--- config.mk ---
export PLATFORM = sky130hd
export DESIGN_NAME = sram_lane_ctrl
export DESIGN_NICKNAME = d
export VERILOG_FILES = /design/src/rtl/sram_ctl_pkg.sv /design/src/rtl/sram_timer.sv /design/src/rtl/sram_seq.sv /design/src/rtl/sram_lane_drv.sv /design/src/rtl/sram_lane_ctrl.sv
export SDC_FILE = /design/constraint.sdc
export NUM_CORES = 1
export LEC_CHECK = 0
export BUFFER_PORTS_ARGS = -buffer_cell sky130_fd_sc_hd__buf_2
export CAP_MARGIN = 5
export CORE_MARGIN = 3
export CORE_UTILIZATION = 40
export CTS_BUF_LIST = sky130_fd_sc_hd__clkbuf_2
export CTS_CLUSTER_DIAMETER = 200
export CTS_CLUSTER_SIZE = 24
export DETAILED_ROUTE_END_ITERATION = 16
export GPL_ROUTABILITY_DRIVEN = 0
export GPL_TIMING_DRIVEN = 0
export PLACE_DENSITY = 0.78
export SLEW_MARGIN = 20
export SYNTH_ARGS = -nofsm -noshare
export SYNTH_HDL_FRONTEND = slang
export SYNTH_HIERARCHICAL = 1
export SYNTH_SLANG_ARGS = --single-unit
--- constraint.sdc ---
create_clock -name clk -period 3.5 [get_ports clk]
set_input_delay 0.7 -clock clk [delete_from_list [all_inputs] [get_ports clk]]
set_output_delay 0.7 -clock clk [all_outputs]
set_load 0.02 [all_outputs]
--- src/rtl/sram_ctl_pkg.sv ---
`timescale 1ns/1ps
package sram_ctl_pkg;

  typedef enum logic [1:0] {
    ST_IDLE  = 2'd0,
    ST_READ  = 2'd1,
    ST_WRITE = 2'd2,
    ST_TURN  = 2'd3
  } seq_state_t;

  // Whole cycles needed to cover a delay in nanoseconds, never less than one.
  function automatic int unsigned ns_to_cycles(input int unsigned ns,
                                               input int unsigned period);
    int unsigned p;
    int unsigned c;
    p = (period == 0) ? 1 : period;
    c = (ns + p - 1) / p;
    return (c == 0) ? 1 : c;
  endfunction

  function automatic int unsigned max2(input int unsigned a, input int unsigned b);
    return (a > b) ? a : b;
  endfunction

  // Grade 0 = fast part, any other value = slow part.
  function automatic int unsigned rd_cycle_ns(input int unsigned grade);
    return (grade == 0) ? 55 : 70;
  endfunction

  function automatic int unsigned oe_access_ns(input int unsigned grade);
    return (grade == 0) ? 25 : 35;
  endfunction

  function automatic int unsigned we_pulse_ns(input int unsigned grade);
    return (grade == 0) ? 45 : 55;
  endfunction

  function automatic int unsigned din_setup_ns(input int unsigned grade);
    return (grade == 0) ? 25 : 30;
  endfunction

  function automatic int unsigned release_ns(input int unsigned grade);
    return (grade == 0) ? 20 : 25;
  endfunction

  function automatic int unsigned rd_cycles(input int unsigned grade,
                                            input int unsigned period);
    return max2(ns_to_cycles(rd_cycle_ns(grade), period),
                ns_to_cycles(oe_access_ns(grade), period));
  endfunction

  function automatic int unsigned wp_cycles(input int unsigned grade,
                                            input int unsigned period);
    return max2(ns_to_cycles(we_pulse_ns(grade), period),
                ns_to_cycles(din_setup_ns(grade), period));
  endfunction

  function automatic int unsigned turn_cycles(input int unsigned grade,
                                              input int unsigned period);
    return ns_to_cycles(release_ns(grade), period);
  endfunction

endpackage

--- src/rtl/sram_timer.sv ---
`timescale 1ns/1ps
module sram_timer #(
  parameter int CNT_W = 5
) (
  input  logic             clk,
  input  logic             rst_n,
  input  logic             load,
  input  logic [CNT_W-1:0] load_val,
  output logic             zero
);
  logic [CNT_W-1:0] cnt_q;

  always_ff @(posedge clk or negedge rst_n) begin
    if (!rst_n)          cnt_q <= '0;
    else if (load)       cnt_q <= load_val;
    else if (cnt_q != 0) cnt_q <= cnt_q - 1'b1;
  end

  assign zero = (cnt_q == '0);
endmodule

--- src/rtl/sram_seq.sv ---
`timescale 1ns/1ps
module sram_seq
  import sram_ctl_pkg::*;
#(
  parameter int unsigned RD_C  = 14,
  parameter int unsigned WP_C  = 12,
  parameter int unsigned TN_C  = 5,
  parameter int          CNT_W = 4
) (
  input  logic clk,
  input  logic rst_n,
  input  logic host_req,
  input  logic host_wr,
  input  logic mask_any,
  output logic ready,
  output logic accept,
  output logic skip,
  output logic nxt_rd,
  output logic nxt_wr,
  output logic rd_last,
  output logic wr_last
);
  seq_state_t       state_q, state_d;
  logic             tmr_load;
  logic [CNT_W-1:0] tmr_val;
  logic             tmr_zero;

  assign ready   = (state_q == ST_IDLE);
  assign accept  = ready & host_req & mask_any;
  assign skip    = ready & host_req & ~mask_any;
  assign rd_last = (state_q == ST_READ)  & tmr_zero;
  assign wr_last = (state_q == ST_WRITE) & tmr_zero;

  always_comb begin
    state_d  = state_q;
    tmr_load = 1'b0;
    tmr_val  = '0;
    unique case (state_q)
      ST_IDLE: if (accept) begin
        tmr_load = 1'b1;
        if (host_wr) begin
          state_d = ST_WRITE;
          tmr_val = CNT_W'(WP_C - 1);
        end else begin
          state_d = ST_READ;
          tmr_val = CNT_W'(RD_C - 1);
        end
      end
      ST_READ: if (tmr_zero) begin
        state_d  = ST_TURN;
        tmr_load = 1'b1;
        tmr_val  = CNT_W'(TN_C - 1);
      end
      ST_WRITE: if (tmr_zero) state_d = ST_IDLE;
      ST_TURN:  if (tmr_zero) state_d = ST_IDLE;
      default:  state_d = ST_IDLE;
    endcase
  end

  assign nxt_rd = (state_d == ST_READ);
  assign nxt_wr = (state_d == ST_WRITE);

  always_ff @(posedge clk or negedge rst_n) begin
    if (!rst_n) state_q <= ST_IDLE;
    else        state_q <= state_d;
  end

  sram_timer #(.CNT_W(CNT_W)) u_timer (
    .clk      (clk),
    .rst_n    (rst_n),
    .load     (tmr_load),
    .load_val (tmr_val),
    .zero     (tmr_zero)
  );
endmodule

--- src/rtl/sram_lane_drv.sv ---
`timescale 1ns/1ps
module sram_lane_drv #(
  parameter int LANES  = 2,
  parameter int LANE_W = 8,
  localparam int DW    = LANES * LANE_W
) (
  input  logic             clk,
  input  logic             rst_n,
  input  logic             accept,
  input  logic             nxt_rd,
  input  logic             nxt_wr,
  input  logic             rd_last,
  input  logic [LANES-1:0] host_mask,
  input  logic [DW-1:0]    host_wdata,
  input  logic [DW-1:0]    dq_in,
  output logic [LANES-1:0] bs_n,
  output logic [LANES-1:0] dq_oe,
  output logic [DW-1:0]    dq_out,
  output logic [DW-1:0]    rdata
);
  logic [LANES-1:0] mask_q;
  logic [LANES-1:0] mask_sel;
  logic [DW-1:0]    wdata_q;
  logic             busy_nxt;

  assign busy_nxt = nxt_rd | nxt_wr;
  assign mask_sel = accept ? host_mask : mask_q;
  assign dq_out   = wdata_q;

  always_ff @(posedge clk or negedge rst_n) begin
    if (!rst_n) begin
      mask_q  <= '0;
      wdata_q <= '0;
    end else if (accept) begin
      mask_q  <= host_mask;
      wdata_q <= host_wdata;
    end
  end

  for (genvar g = 0; g < LANES; g++) begin : g_lane
    logic              strb_r;
    logic              drv_r;
    logic [LANE_W-1:0] rd_r;

    always_ff @(posedge clk or negedge rst_n) begin
      if (!rst_n) begin
        strb_r <= 1'b1;
        drv_r  <= 1'b0;
        rd_r   <= '0;
      end else begin
        strb_r <= ~(busy_nxt & mask_sel[g]);
        drv_r  <= nxt_wr & mask_sel[g];
        if (rd_last)
          rd_r <= mask_q[g] ? dq_in[g*LANE_W +: LANE_W] : '0;
      end
    end

    assign bs_n[g]                  = strb_r;
    assign dq_oe[g]                 = drv_r;
    assign rdata[g*LANE_W +: LANE_W] = rd_r;
  end
endmodule

--- src/rtl/sram_lane_ctrl.sv ---
`timescale 1ns/1ps
module sram_lane_ctrl
  import sram_ctl_pkg::*;
#(
  parameter int unsigned CLK_PERIOD_NS = 4,
  parameter int unsigned SPEED_GRADE   = 0,
  parameter int          ADDR_W        = 19,
  parameter int          DATA_W        = 16,
  localparam int         LANES         = DATA_W / 8
) (
  input  logic              clk,
  input  logic              rst_n,
  input  logic              host_req,
  input  logic              host_wr,
  input  logic [ADDR_W-1:0] host_addr,
  input  logic [DATA_W-1:0] host_wdata,
  input  logic [LANES-1:0]  host_mask,
  output logic              host_ready,
  output logic              host_done,
  output logic [DATA_W-1:0] host_rdata,
  output logic [ADDR_W-1:0] mem_addr,
  output logic              mem_ce_n,
  output logic              mem_ce,
  output logic              mem_oe_n,
  output logic              mem_we_n,
  output logic [LANES-1:0]  mem_bs_n,
  output logic [DATA_W-1:0] mem_dq_out,
  input  logic [DATA_W-1:0] mem_dq_in,
  output logic [LANES-1:0]  mem_dq_oe
);
  localparam int unsigned RD_C  = rd_cycles(SPEED_GRADE, CLK_PERIOD_NS);
  localparam int unsigned WP_C  = wp_cycles(SPEED_GRADE, CLK_PERIOD_NS);
  localparam int unsigned TN_C  = turn_cycles(SPEED_GRADE, CLK_PERIOD_NS);
  localparam int unsigned MAX_C = max2(max2(RD_C, WP_C), TN_C);
  localparam int          CNT_W = $clog2(MAX_C + 1);

  // Named internal events, also observed by the bound checker.
  logic go_accept;
  logic go_skip;
  logic go_nxt_rd;
  logic go_nxt_wr;
  logic go_rd_last;
  logic go_wr_last;

  logic [ADDR_W-1:0] addr_q;
  logic              ce_n_q, ce_q, oe_n_q, we_n_q, done_q;

  sram_seq #(
    .RD_C  (RD_C),
    .WP_C  (WP_C),
    .TN_C  (TN_C),
    .CNT_W (CNT_W)
  ) u_seq (
    .clk      (clk),
    .rst_n    (rst_n),
    .host_req (host_req),
    .host_wr  (host_wr),
    .mask_any (|host_mask),
    .ready    (host_ready),
    .accept   (go_accept),
    .skip     (go_skip),
    .nxt_rd   (go_nxt_rd),
    .nxt_wr   (go_nxt_wr),
    .rd_last  (go_rd_last),
    .wr_last  (go_wr_last)
  );

  sram_lane_drv #(
    .LANES  (LANES),
    .LANE_W (8)
  ) u_lanes (
    .clk        (clk),
    .rst_n      (rst_n),
    .accept     (go_accept),
    .nxt_rd     (go_nxt_rd),
    .nxt_wr     (go_nxt_wr),
    .rd_last    (go_rd_last),
    .host_mask  (host_mask),
    .host_wdata (host_wdata),
    .dq_in      (mem_dq_in),
    .bs_n       (mem_bs_n),
    .dq_oe      (mem_dq_oe),
    .dq_out     (mem_dq_out),
    .rdata      (host_rdata)
  );

  // Control pins are registered from the next-state decode, so they switch
  // on the same edge as the sequencer and cannot glitch.
  always_ff @(posedge clk or negedge rst_n) begin
    if (!rst_n) begin
      addr_q <= '0;
      ce_n_q <= 1'b1;
      ce_q   <= 1'b0;
      oe_n_q <= 1'b1;
      we_n_q <= 1'b1;
      done_q <= 1'b0;
    end else begin
      if (go_accept) addr_q <= host_addr;
      ce_n_q <= ~(go_nxt_rd | go_nxt_wr);
      ce_q   <= go_nxt_rd | go_nxt_wr;
      oe_n_q <= ~go_nxt_rd;
      we_n_q <= ~go_nxt_wr;
      done_q <= go_rd_last | go_wr_last | go_skip;
    end
  end

  assign mem_addr  = addr_q;
  assign mem_ce_n  = ce_n_q;
  assign mem_ce    = ce_q;
  assign mem_oe_n  = oe_n_q;
  assign mem_we_n  = we_n_q;
  assign host_done = done_q;
endmodule

==> flow_summary.yaml <==
synthesis:
  syn_inst_count: 218
  synth_compound_area_frac: 0.0514
  post_synth_instance_area_mm2: 0.00282
  synth_top_cell_area_share: 0.559
  synth-seq-cells: 68
  synth.net_count: 276
  synth_largest_area_cell: "sky130_fd_sc_hd__dfrtp_1"
  synth_top_family_by_area: "multiplexers"
  synth_seq_area_share: 0.605
  postSynthAreaPerCell_um2: 12.9
  post_synth_xor_area_fraction: 0.00310
  yosys.area_share.simple: 0.0860
  netlist-cell-type-count: 33
  synth.yosys.warnings: 6
  synth_area_leaders: "sky130_fd_sc_hd__dfrtp_1, sky130_fd_sc_hd__mux2_2, sky130_fd_sc_hd__mux2_4"
  yosys.area_share.adder: 0.00443
  yosys-mux-area-fraction: 0.179
worst_setup_path:
  worst-r2r-setup-slack_ns: 1.29
  cp_data_arrival_time_ns: 2.53
  cp-end-kind: "register"
  regToRegStartpoint: "u_seq/u_timer/cnt_q[0]$_DFFE_PN0P_"
  critical_path.reg2reg.endpoint: "u_lanes/g_lane[1].rd_r[4]$_DFFE_PN0P_"
  path_class: "register to register"
  cp-start-kind: "register"
  critical_path.endpoint: "u_lanes/g_lane[1].rd_r[4]$_DFFE_PN0P_"
  ff2ff_path_depth: 7
  critical_path_peak_fanout: 10
  startpoint: "u_seq/u_timer/cnt_q[0]$_DFFE_PN0P_"
  crit_required_ns: 3.82
power_and_ir_drop:
  leakagePower_nw: 1.84
  cellPowerDensity_mw_per_mm2: 963
  ir_drop_v: 0.000453
  total_power_mw: 3.52
cells_and_area:
  finalNonFillerCells: 445
  layout.nets: 405
  mostFrequentLayoutCell: "sky130_fd_sc_hd__buf_2"
  leading_cell_types_in_the_layout_fill_and_taps_excluded: "sky130_fd_sc_hd__buf_2, sky130_fd_sc_hd__dfrtp_1, sky130_fd_sc_hd__mux2_2, sky130_fd_sc_hd__inv_1, sky130_fd_sc_hd__o21ai_0"
  antenna_cells_inserted: 0
  post_route_cells_drive_above_1_share: 0.557
  final_cell_area_mm2: 0.00365
  areaGrowthSynthToFinish_pct: 29.5
sta:
  final_min_period_over_clock_period: 0.631
  max_slew_margin: 0.671
  grt_setup_unrepaired: "false"
  max_freq_ghz: 0.453
  pins_over_slew_limit: 0
  finalHoldViolCount: 0
  final.hold.worst_slack_ns: 0.154
  timing.setup.tns_ns: 0
  final_number_of_setup_violating_endpoints: 0
  tightest_slew_ns: 0.491
  fin_skew_ns: 0.0275
  finalWorstPathRequiredPeriod_ns: 2.21
place:
  placed_cells: 429
  buffer_ports.inserted: 117
  detailedPlacementHpwl_mm: 4.57
  placement.cell_area_mm2: 0.00355
cts:
  clkSlewWorstSetupHoldPaths_ns: 0.20
  clock_latency_of_the_later_clocked_register_in_the_worst_skew_pair_ns: 0.45
  cts_root_buf: "sky130_fd_sc_hd__clkbuf_2"
  clock_path_buffers: 2
  cts_post_setup_buffers_inserted: 0
  post_cts_hold_buffer_count: 0
  tritoncts.num_buffers: 9
  cts_tree: "yes"
  htreeDepth: 3
  clkSinkCount: 68
  cts_repair_resize_count: 0
route:
  routedWlPerCell_um: 13.5
  violation_count_after_the_first_detailed_routing_iteration: 97
  detailroute.via_count: 2112
  viasPerCell: 4.75
  postRouteWirelength_mm: 6.02
  ant_nets: 0
  drc: 0
  detail_route.first_pass.iterations: 4
job:
  cap_viol_max_count: 0
outcome:
  outcome: "completed"
grt:
  antenna_found_initial: 0
  grt_pass1_wl_mm: 10.3
  grt.total_usage: 0.157
  first_global_vias: 2223
  globalRouteOverflowTotal: 0
  grt_start_max_net_pins: 36
floorplan:
  initial_core_util: 0.427
  core.rowCount: 29
  placeableCoreArea_mm2: 0.00660
  fp.dieArea_mm2: 0.00810
  horiz_die_dim_um: 90.0
  die-height_um: 90.0
  num_io_pins: 118
min_path:
  hold_class: "primary input to asynchronous set/reset pin"
cells by family after synthesis:
| logic type | after synthesis |
|---|---|
| XOR/XNOR | 1 |
| AND/OR/NAND/NOR | 44 |
| buffers and inverters | 37 |
| multiplexers | 41 |
| adder cells (fa/ha/maj) | 1 |
| AO/OA/AOI/OAI | 26 |
| flip-flops | 68 |
through the flow:
stage | utilization | worst slack (ns)
finish | 0.553 | 1.29
global route | 0.553 | 1.07
detailed placement | 0.537 | 1.32
CTS | 0.553 | 1.31
global placement | 0.534 | 1.35
floorplan | - | 1.57
cells in the mapped netlist:
master / count
sky130_fd_sc_hd__a211o_1: 1
sky130_fd_sc_hd__a21oi_1: 2
sky130_fd_sc_hd__a221o_1: 1
sky130_fd_sc_hd__a2bb2oi_1: 1
sky130_fd_sc_hd__and2_1: 1
sky130_fd_sc_hd__and2_4: 1
sky130_fd_sc_hd__buf_12: 1
sky130_fd_sc_hd__buf_2: 6
sky130_fd_sc_hd__buf_4: 4
sky130_fd_sc_hd__buf_6: 3
sky130_fd_sc_hd__clkbuf_1: 2
sky130_fd_sc_hd__dfrtp_1: 63
sky130_fd_sc_hd__dfstp_2: 5
sky130_fd_sc_hd__ha_1: 1
sky130_fd_sc_hd__inv_1: 21
sky130_fd_sc_hd__mux2_2: 27
sky130_fd_sc_hd__mux2_4: 12
sky130_fd_sc_hd__mux2i_1: 2
sky130_fd_sc_hd__nand2_1: 4
sky130_fd_sc_hd__nand2_2: 1
sky130_fd_sc_hd__nand3_1: 17
sky130_fd_sc_hd__nor2_1: 6
sky130_fd_sc_hd__nor2b_1: 1
sky130_fd_sc_hd__nor3_1: 5
sky130_fd_sc_hd__nor3b_1: 2
sky130_fd_sc_hd__nor3b_4: 1
sky130_fd_sc_hd__nor4b_1: 1
sky130_fd_sc_hd__o21a_1: 1
sky130_fd_sc_hd__o21ai_0: 19
sky130_fd_sc_hd__o21ai_1: 1
sky130_fd_sc_hd__or2_2: 2
sky130_fd_sc_hd__or3_1: 2
sky130_fd_sc_hd__xnor2_1: 1
power by group:
| group | leakage (nW) | switching [mW] | total (mW) | internal, mW |
|---|---|---|---|---|
| combinational | 0.949 | 0.982 | 1.72 | 0.739 |
| sequential | 0.821 | 0.182 | 1.37 | 1.18 |
| clock | 0.0656 | 0.266 | 0.434 | 0.168 |
worst max-delay path: stages (launching register included):
cell	delay (ns)
sky130_fd_sc_hd__dfrtp_1	0.41
sky130_fd_sc_hd__inv_1	0.09
sky130_fd_sc_hd__ha_1	0.22
sky130_fd_sc_hd__nor3b_4	0.32
sky130_fd_sc_hd__nand2_1	0.15
sky130_fd_sc_hd__nor2_1	0.41
sky130_fd_sc_hd__clkbuf_1	0.34
sky130_fd_sc_hd__o21ai_0	0.16
worst min-delay path by stage:
stage	startpoint	to	slack, ns	cells past startpoint
floorplan	rst_n	host_done$_DFF_PN0_	0.40	0
global placement	u_lanes/dq_out[13]$_DFFE_PN0P_	u_lanes/dq_out[13]$_DFFE_PN0P_	0.48	1
detailed placement	mem_addr[10]$_DFFE_PN0P_	mem_addr[10]$_DFFE_PN0P_	0.49	1
CTS	rst_n	u_lanes/dq_out[0]$_DFFE_PN0P_	0.10	1
global route	rst_n	mem_addr[2]$_DFFE_PN0P_	0.11	1
finish	rst_n	mem_addr[2]$_DFFE_PN0P_	0.15	1
per-layer routing:
| layer | global-route usage | vias up | part of all wire |
|---|---|---|---|
| met5 | 0 | - | 0 |
| met4 | 0.0663 | 0 | 0.010 |
| met3 | 0.0442 | 6 | 0.081 |
| met2 | 0.268 | 88 | 0.50 |
| met1 | 0.187 | 1025 | 0.41 |
| li1 | - | 993 | - |
flip-flops by register name (all words and copies together), names as in the netlist:
signal,flops
mem_addr,19
u_lanes/g_lane.drv_r,2
u_seq/state_q,2
mem_ce,1
u_seq/u_timer/cnt_q,4
u_lanes/mask_q,2
u_lanes/dq_out,16
mem_oe_n,1
u_lanes/g_lane.strb_r,2
mem_ce_n,1
host_done,1
mem_we_n,1
u_lanes/g_lane.rd_r,16
layout make-up:
cell class              count  area (µm²)
plain buffers              16         121
clock buffers              11        55.1
clock inverters             5        53.8
fillers                   600        2950
inverters                  21        78.8
multi-input cells         113         913
flip-flops and latches     68        1710
well taps                  93         116
repair buffers            118         608
Note: power is estimated with default switching activity, not from simulation.
